### config.mk
export PLATFORM = sky130hd
export DESIGN_NAME = mouse_pkt_enc
export DESIGN_NICKNAME = d
export VERILOG_FILES = /design/src/rtl/mpk_pkg.sv /design/src/rtl/mpk_clamp.sv /design/src/rtl/mpk_seq.sv /design/src/rtl/mpk_pack.sv /design/src/rtl/mouse_pkt_enc.sv
export SDC_FILE = /design/constraint.sdc
export NUM_CORES = 1
export LEC_CHECK = 0
export ABC_AREA = 1
export ABC_CLOCK_PERIOD_IN_PS = 2500
export BUFFER_PORTS_ARGS = -buffer_cell sky130_fd_sc_hd__buf_2
export CAP_MARGIN = 20
export CORE_MARGIN = 4
export CORE_UTILIZATION = 57
export DETAILED_ROUTE_END_ITERATION = 6
export PLACE_DENSITY_LB_ADDON = 0.1
export SYNTH_ARGS = -nofsm -noshare
export SYNTH_HDL_FRONTEND = slang
export SYNTH_HIERARCHICAL = 1
export SYNTH_SLANG_ARGS = --single-unit
### constraint.sdc
create_clock -name clk -period 2.5 [get_ports clk]
set_clock_uncertainty 0.1 [all_clocks]
set_input_delay 0.5 -clock clk [delete_from_list [all_inputs] [get_ports clk]]
set_output_delay 0.5 -clock clk [all_outputs]
set_load 0.02 [all_outputs]
### src/rtl/mpk_pkg.sv
package mpk_pkg;
  localparam int BYTE_W   = 8;
  localparam int PKT_LEN  = 5;
  localparam int MOTION_N = 2;
  localparam int HDR_IDX  = 0;
  localparam int X_IDX    = 1;
  localparam int Y_IDX    = 2;
  localparam logic [BYTE_W-1:0] HDR_IDLE = 8'h87;

  typedef logic [BYTE_W-1:0] byte_t;

  typedef struct packed {
    logic left;
    logic mid;
    logic right;
  } btn_t;

  // header: released buttons keep their bit, pressed ones clear it
  function automatic byte_t hdr_byte(btn_t b);
    byte_t h;
    h    = HDR_IDLE;
    h[2] = ~b.left;
    h[1] = ~b.mid;
    h[0] = ~b.right;
    return h;
  endfunction
endpackage

### src/rtl/mpk_clamp.sv
module mpk_clamp #(
  parameter int IN_W   = 10,
  parameter int OUT_W  = 8,
  parameter bit NEGATE = 1'b0
) (
  input  logic signed [IN_W-1:0] val,
  output logic        [OUT_W-1:0] enc
);
  localparam int LIM = (1 << (OUT_W - 1)) - 1;
  localparam logic signed [IN_W-1:0] HI = IN_W'(LIM);
  localparam logic signed [IN_W-1:0] LO = -HI;

  logic signed [IN_W-1:0] sat;

  always_comb begin
    if (val > HI)      sat = HI;
    else if (val < LO) sat = LO;
    else               sat = val;
  end

  generate
    if (NEGATE) begin : g_neg
      logic signed [IN_W-1:0] neg;
      assign neg = -sat;
      assign enc = neg[OUT_W-1:0];
    end else begin : g_pos
      assign enc = sat[OUT_W-1:0];
    end
  endgenerate
endmodule

### src/rtl/mpk_seq.sv
module mpk_seq #(
  parameter int LEN = 5,
  localparam int IDX_W = (LEN > 1) ? $clog2(LEN) : 1
) (
  input  logic             clk,
  input  logic             rst_n,
  input  logic             start,
  output logic             busy,
  output logic [IDX_W-1:0] idx,
  output logic             last
);
  localparam logic [IDX_W-1:0] LAST_IDX = IDX_W'(LEN - 1);

  logic             busy_n;
  logic [IDX_W-1:0] idx_n;

  assign last = busy && (idx == LAST_IDX);

  always_comb begin
    busy_n = busy;
    idx_n  = idx;
    if (busy) begin
      if (idx == LAST_IDX) begin
        busy_n = 1'b0;
        idx_n  = '0;
      end else begin
        idx_n = idx + IDX_W'(1);
      end
    end else if (start) begin
      busy_n = 1'b1;
      idx_n  = '0;
    end
  end

  always_ff @(posedge clk or negedge rst_n) begin
    if (!rst_n) begin
      busy <= 1'b0;
      idx  <= '0;
    end else begin
      busy <= busy_n;
      idx  <= idx_n;
    end
  end

  // index stays inside the packet while busy
  p_idx_range_r7: assert property (@(posedge clk) disable iff (!rst_n)
    busy |-> (idx <= LAST_IDX));
  // a burst advances by one byte per cycle until its last byte
  p_burst_step_r7: assert property (@(posedge clk) disable iff (!rst_n)
    (busy && !last) |=> (busy && idx == $past(idx) + IDX_W'(1)));
  // the last byte ends the burst
  p_burst_end_r9: assert property (@(posedge clk) disable iff (!rst_n)
    last |=> !busy);
endmodule

### src/rtl/mpk_pack.sv
module mpk_pack
  import mpk_pkg::*;
#(
  parameter int IN_W = 10,
  parameter int LEN  = PKT_LEN,
  localparam int IDX_W = (LEN > 1) ? $clog2(LEN) : 1
) (
  input  logic                   clk,
  input  logic                   rst_n,
  input  logic                   load,
  input  logic signed [IN_W-1:0] dx,
  input  logic signed [IN_W-1:0] dy,
  input  btn_t                   btn,
  input  logic [IDX_W-1:0]       sel,
  output byte_t                  data
);
  byte_t x_enc, y_enc;
  byte_t fresh [LEN];
  byte_t slot  [LEN];

  mpk_clamp #(.IN_W(IN_W), .OUT_W(BYTE_W), .NEGATE(1'b0)) u_clx (
    .val(dx), .enc(x_enc)
  );
  mpk_clamp #(.IN_W(IN_W), .OUT_W(BYTE_W), .NEGATE(1'b1)) u_cly (
    .val(dy), .enc(y_enc)
  );

  generate
    for (genvar i = 0; i < LEN; i++) begin : g_slot
      if (i <= Y_IDX) begin : g_live
        byte_t slot_n;
        always_comb begin
          if (i == HDR_IDX)    fresh[i] = hdr_byte(btn);
          else if (i == X_IDX) fresh[i] = x_enc;
          else                 fresh[i] = y_enc;
        end
        // clock enable: capture only on accept
        assign slot_n = load ? fresh[i] : slot[i];
        always_ff @(posedge clk or negedge rst_n) begin
          if (!rst_n) slot[i] <= '0;
          else        slot[i] <= slot_n;
        end
      end else begin : g_pad
        assign fresh[i] = '0;
        assign slot[i]  = '0;
      end
    end
  endgenerate

  always_comb begin
    data = '0;
    for (int i = 0; i < LEN; i++) begin
      if (sel == IDX_W'(i)) data = slot[i];
    end
  end
endmodule

### src/rtl/mouse_pkt_enc.sv
module mouse_pkt_enc
  import mpk_pkg::*;
#(
  parameter int IN_W = 10
) (
  input  logic                   clk,
  input  logic                   rst_n,
  input  logic                   ev_valid,
  output logic                   ev_ready,
  input  logic signed [IN_W-1:0] ev_dx,
  input  logic signed [IN_W-1:0] ev_dy,
  input  logic                   btn_left,
  input  logic                   btn_mid,
  input  logic                   btn_right,
  output logic                   push,
  output logic [BYTE_W-1:0]      push_data
);
  localparam int IDX_W = (PKT_LEN > 1) ? $clog2(PKT_LEN) : 1;

  logic             busy, last, accept;
  logic [IDX_W-1:0] idx;
  btn_t             btn;

  assign btn      = '{left: btn_left, mid: btn_mid, right: btn_right};
  assign ev_ready = ~busy;
  assign accept   = ev_valid & ev_ready;
  assign push     = busy;

  mpk_seq #(.LEN(PKT_LEN)) u_seq (
    .clk(clk), .rst_n(rst_n), .start(accept),
    .busy(busy), .idx(idx), .last(last)
  );

  mpk_pack #(.IN_W(IN_W), .LEN(PKT_LEN)) u_pack (
    .clk(clk), .rst_n(rst_n), .load(accept),
    .dx(ev_dx), .dy(ev_dy), .btn(btn),
    .sel(idx), .data(push_data)
  );

  // no acceptance while a byte is being pushed
  p_ready_nopush_r8: assert property (@(posedge clk) disable iff (!rst_n)
    !(ev_ready && push));
  // an accepted event starts its burst at the header byte
  p_accept_start_r7: assert property (@(posedge clk) disable iff (!rst_n)
    (ev_valid && ev_ready) |=> (push && idx == '0));
  // header top bits are fixed
  p_hdr_top_r2: assert property (@(posedge clk) disable iff (!rst_n)
    (push && idx == IDX_W'(HDR_IDX)) |-> (push_data[7:3] == 5'b10000));
  // limited steps never reach the most negative code
  p_no_min_r5: assert property (@(posedge clk) disable iff (!rst_n)
    (push && (idx == IDX_W'(X_IDX) || idx == IDX_W'(Y_IDX)))
      |-> (push_data != 8'h80));
  // padding bytes are zero
  p_tail_zero_r6: assert property (@(posedge clk) disable iff (!rst_n)
    (push && idx > IDX_W'(Y_IDX)) |-> (push_data == '0));
endmodule

==> qor.csv <==
stage;metric;value;unit
critical_path;Reg-to-Reg End;u_pack/slot[34];
synth;Synth cell types;25;
pwr;power share of the sequential group;42.0;%
synth;synth warn;6;
layout;commonest cells after routing, fill and taps aside;nand2_1 (74), buf_2 (35), dfrtp_1 (24);
floorplan;I/O Pins;36;
floorplan;core area;2522;sq um
critical_path;WP depth;4;
critical_path;Register-to-Register Path Depth;4;
global_routing;overall global routing resource usage;19.20;%
flow_run;max-cap viol count;0;
synth;synth top area cells;dfrtp_1 (39%), nand2_1 (18%), nand3_1 (6.5%), inv_1 (5.1%), nor2_1 (4.6%);
pwr;P_leak;0.9668;nW
clock_network;clk slew on worst S/H paths;0.12;ns
timing;final setup violating endpoints;0;
pwr;Total Power;0.001740;W
synth;share of the synthesized area in the top cell type;38.90;%
pwr;Internal;0.0009453;W
drt;WL final;3063;microns
critical_path;CP delay by family, top;flip-flops;
critical_path;Slowest cell on crit path;dfrtp_1;
timing;fmax;475.7;MHz
drt;Wirelength per Cell;10.75;microns
global_routing;first-pass GRT wire length;5285;microns
pwr;worst vdd ir;0.8016;mV
synth;Synth Instances;221;
critical_path;reg-to-reg slack, setup;0.95;ns
layout;number of nets in the layout;285;
timing;final hold viol count;0;
layout;Util after Layout;70.14;%
timing;relative slew slack;65.84;%
pwr;PwrDens;983.3;nW/um^2
timing;Slew @ Worst Pin;0.5124;ns
drt;First-pass DRT Iterations;4;
critical_path;Setup Crit Path Kind;reg -> out;
critical_path;CP max stage delay;0.55;ns
pwr;total net switching power;0.0007943;W
placement;placed cells;281;
run_status;outcome;finished, final reports clean;
critical_path;worst-path maximum fanout;13;
floorplan;Die H;60.05;microns
layout;share of cells above drive strength 1;23.92;%
critical_path;type of origin of the critical path;flip-flop;
floorplan;Die W;60.05;microns
timing;hold_ws;0.04592;ns
synth;synthesized area;1544;sq um
floorplan;row cnt;18;
clock_network;Sink Count;24;
drt;vias;1409;
timing;final worst path period share;84.08;%
clock_network;Max Buffers Root-to-Sink;2;
clock_network;Post-CTS Setup Bufs;0;
drt;Final ANT Viol Nets;0;
critical_path;WP buf/inv;2;
layout;ANT cells;0;
critical_path;FF-to-FF Start;u_seq/busy;
synth;#FFs+latches synth;24;
timing;Max Slew Vio Count;0;
floorplan;starting density of the core;61.21;%
drt;DRC;0;
synth;register area share after synthesis;38.90;%
clock_network;H-Tree Depth;1;
pwr;switching share of total power;45.66;%
layout;area grow syn2layout;14.59;%
critical_path;crit path cell chain;inv_2 -> nand3_2 -> o21ai_1 -> buf_2;
pwr;part of the power in the clock network;11.1;%
synth;syn_nets;250;
layout;final non-filler cell total;285;
global_routing;initial antenna violation count;0;
clock_network;worst-skew pair later-pin latency;0.30;ns
clock_network;cts hold-fix bufs;0;
layout;commonest non-fill, non-tap cell in the layout;nand2_1;
global_routing;largest net degree at the start of global routing;25;
timing;RSZ-0062 raised after global routing;false;
worst_hold_path;worst min path class;in -> async;
critical_path;Crit path arrival time;1.50;ns
floorplan;Die Area;3605;sq um
global_routing;total congestion overflow;0;
clock_network;post-CTS resize count;0;
placement;port bufs;35;
clock_network;cts bufs inserted;3;
clock_network;Root Buffer;clkbuf_4;
synth;syn avg cell area;6.986;sq um
clock_network;TritonCTS clock tree;yes;
drt;vias per inst;4.944;
synth;Yosys top cell by area;dfrtp_1;
timing;min Tclk post-route;2.102;ns
timing;total negative slack;0;ns
placement;post-DP HPWL;2482;microns
critical_path;required time of the critical path;1.90;ns
pwr;logic gate share of total power;46.9;%
global_routing;vias in the first global route;1278;
drt;DRT iter0 DRCs;57;
critical_path;Worst Setup End Kind;primary output;
placement;routability cong.;0.8618;
-- metal layers --
metal | global-route usage (%) | vias to the layer above | part of all wire, %
met1 | 24.93 | 604 | 48
met3 | 2.376 | 2 | 6.0
li1 | - | 766 | -
met4 | 5.696 | 0 | 0.88
met2 | 33.18 | 37 | 45
met5 | 0 | - | 0
-- power groups by stage --
stage	Clock [W]	Sequential (W)	Combinational [W]
finish	0.000192	0.000731	0.000816
global route	0.000221	0.000760	0.000919
CTS	0.000202	0.000732	0.000821
detailed placement	0	0.000741	0.000819
global placement	0	0.000735	0.000794
floorplan	0	0.000688	0.000617
-- cells in the mapped netlist --
cell and number:
a21oi_1 9, a21oi_2 1, buf_2 4, buf_4 1, clkbuf_1 1, dfrtp_1 24, ha_1 3, inv_1 21
inv_2 4, nand2_1 74, nand2_2 3, nand3_1 20, nand3_2 1, nand4_1 5, nor2_1 19, nor2_2 4
nor2_4 2, o21ai_0 7, o21ai_1 6, o21ai_2 3, o21ai_4 1, or2_1 2, or2_2 1, or2_4 1
xor2_1 4
-- registers in the layout (all words and copies together), names as in the netlist --
name,flops
u_pack/slot,20
u_seq/idx,3
u_seq/busy,1
-- how the worst max path moves through the flow --
stage / startpoint / to
after floorplan: ev_dy[5] / u_pack/slot[20]
final: u_seq/idx[0] / push_data[4]
after global placement: ev_dy[5] / u_pack/slot[20]
after global routing: u_seq/idx[0] / push_data[4]
after detailed placement: ev_dy[5] / u_pack/slot[22]
after CTS: u_seq/idx[0] / push_data[4]
-- final cells by class --
type	count	area, sq um
multi-input cells	166	818.3
well taps	30	37.54
repair buffers	36	182.7
clock buffers	4	36.28
inverters	25	93.84
fillers	244	753.2
flip-flops and latches	24	600.6
-- per-stage QoR --
step | instance area (sq um) | setup slack [ns]
global placement | 1733 | 0.4563
finish | 1769 | 0.3980
detailed placement | 1733 | 0.4082
CTS | 1769 | 0.3951
floorplan | 1544 | 0.6378
global route | 1769 | 0.2388
-- logic make-up (layout without fill, tap and decap cells) --
logic type / Yosys count / in the layout / synth area share, %
compound gates: 27 / 27 / 10.45
xor+xnor: 4 / 4 / 2.269
fa+ha+maj: 3 / 3 / 2.431
buf+inv: 31 / 65 / 8.104
flops: 24 / 24 / 38.90
simple gates: 132 / 132 / 37.85
Power figures use the tool's default switching activity.
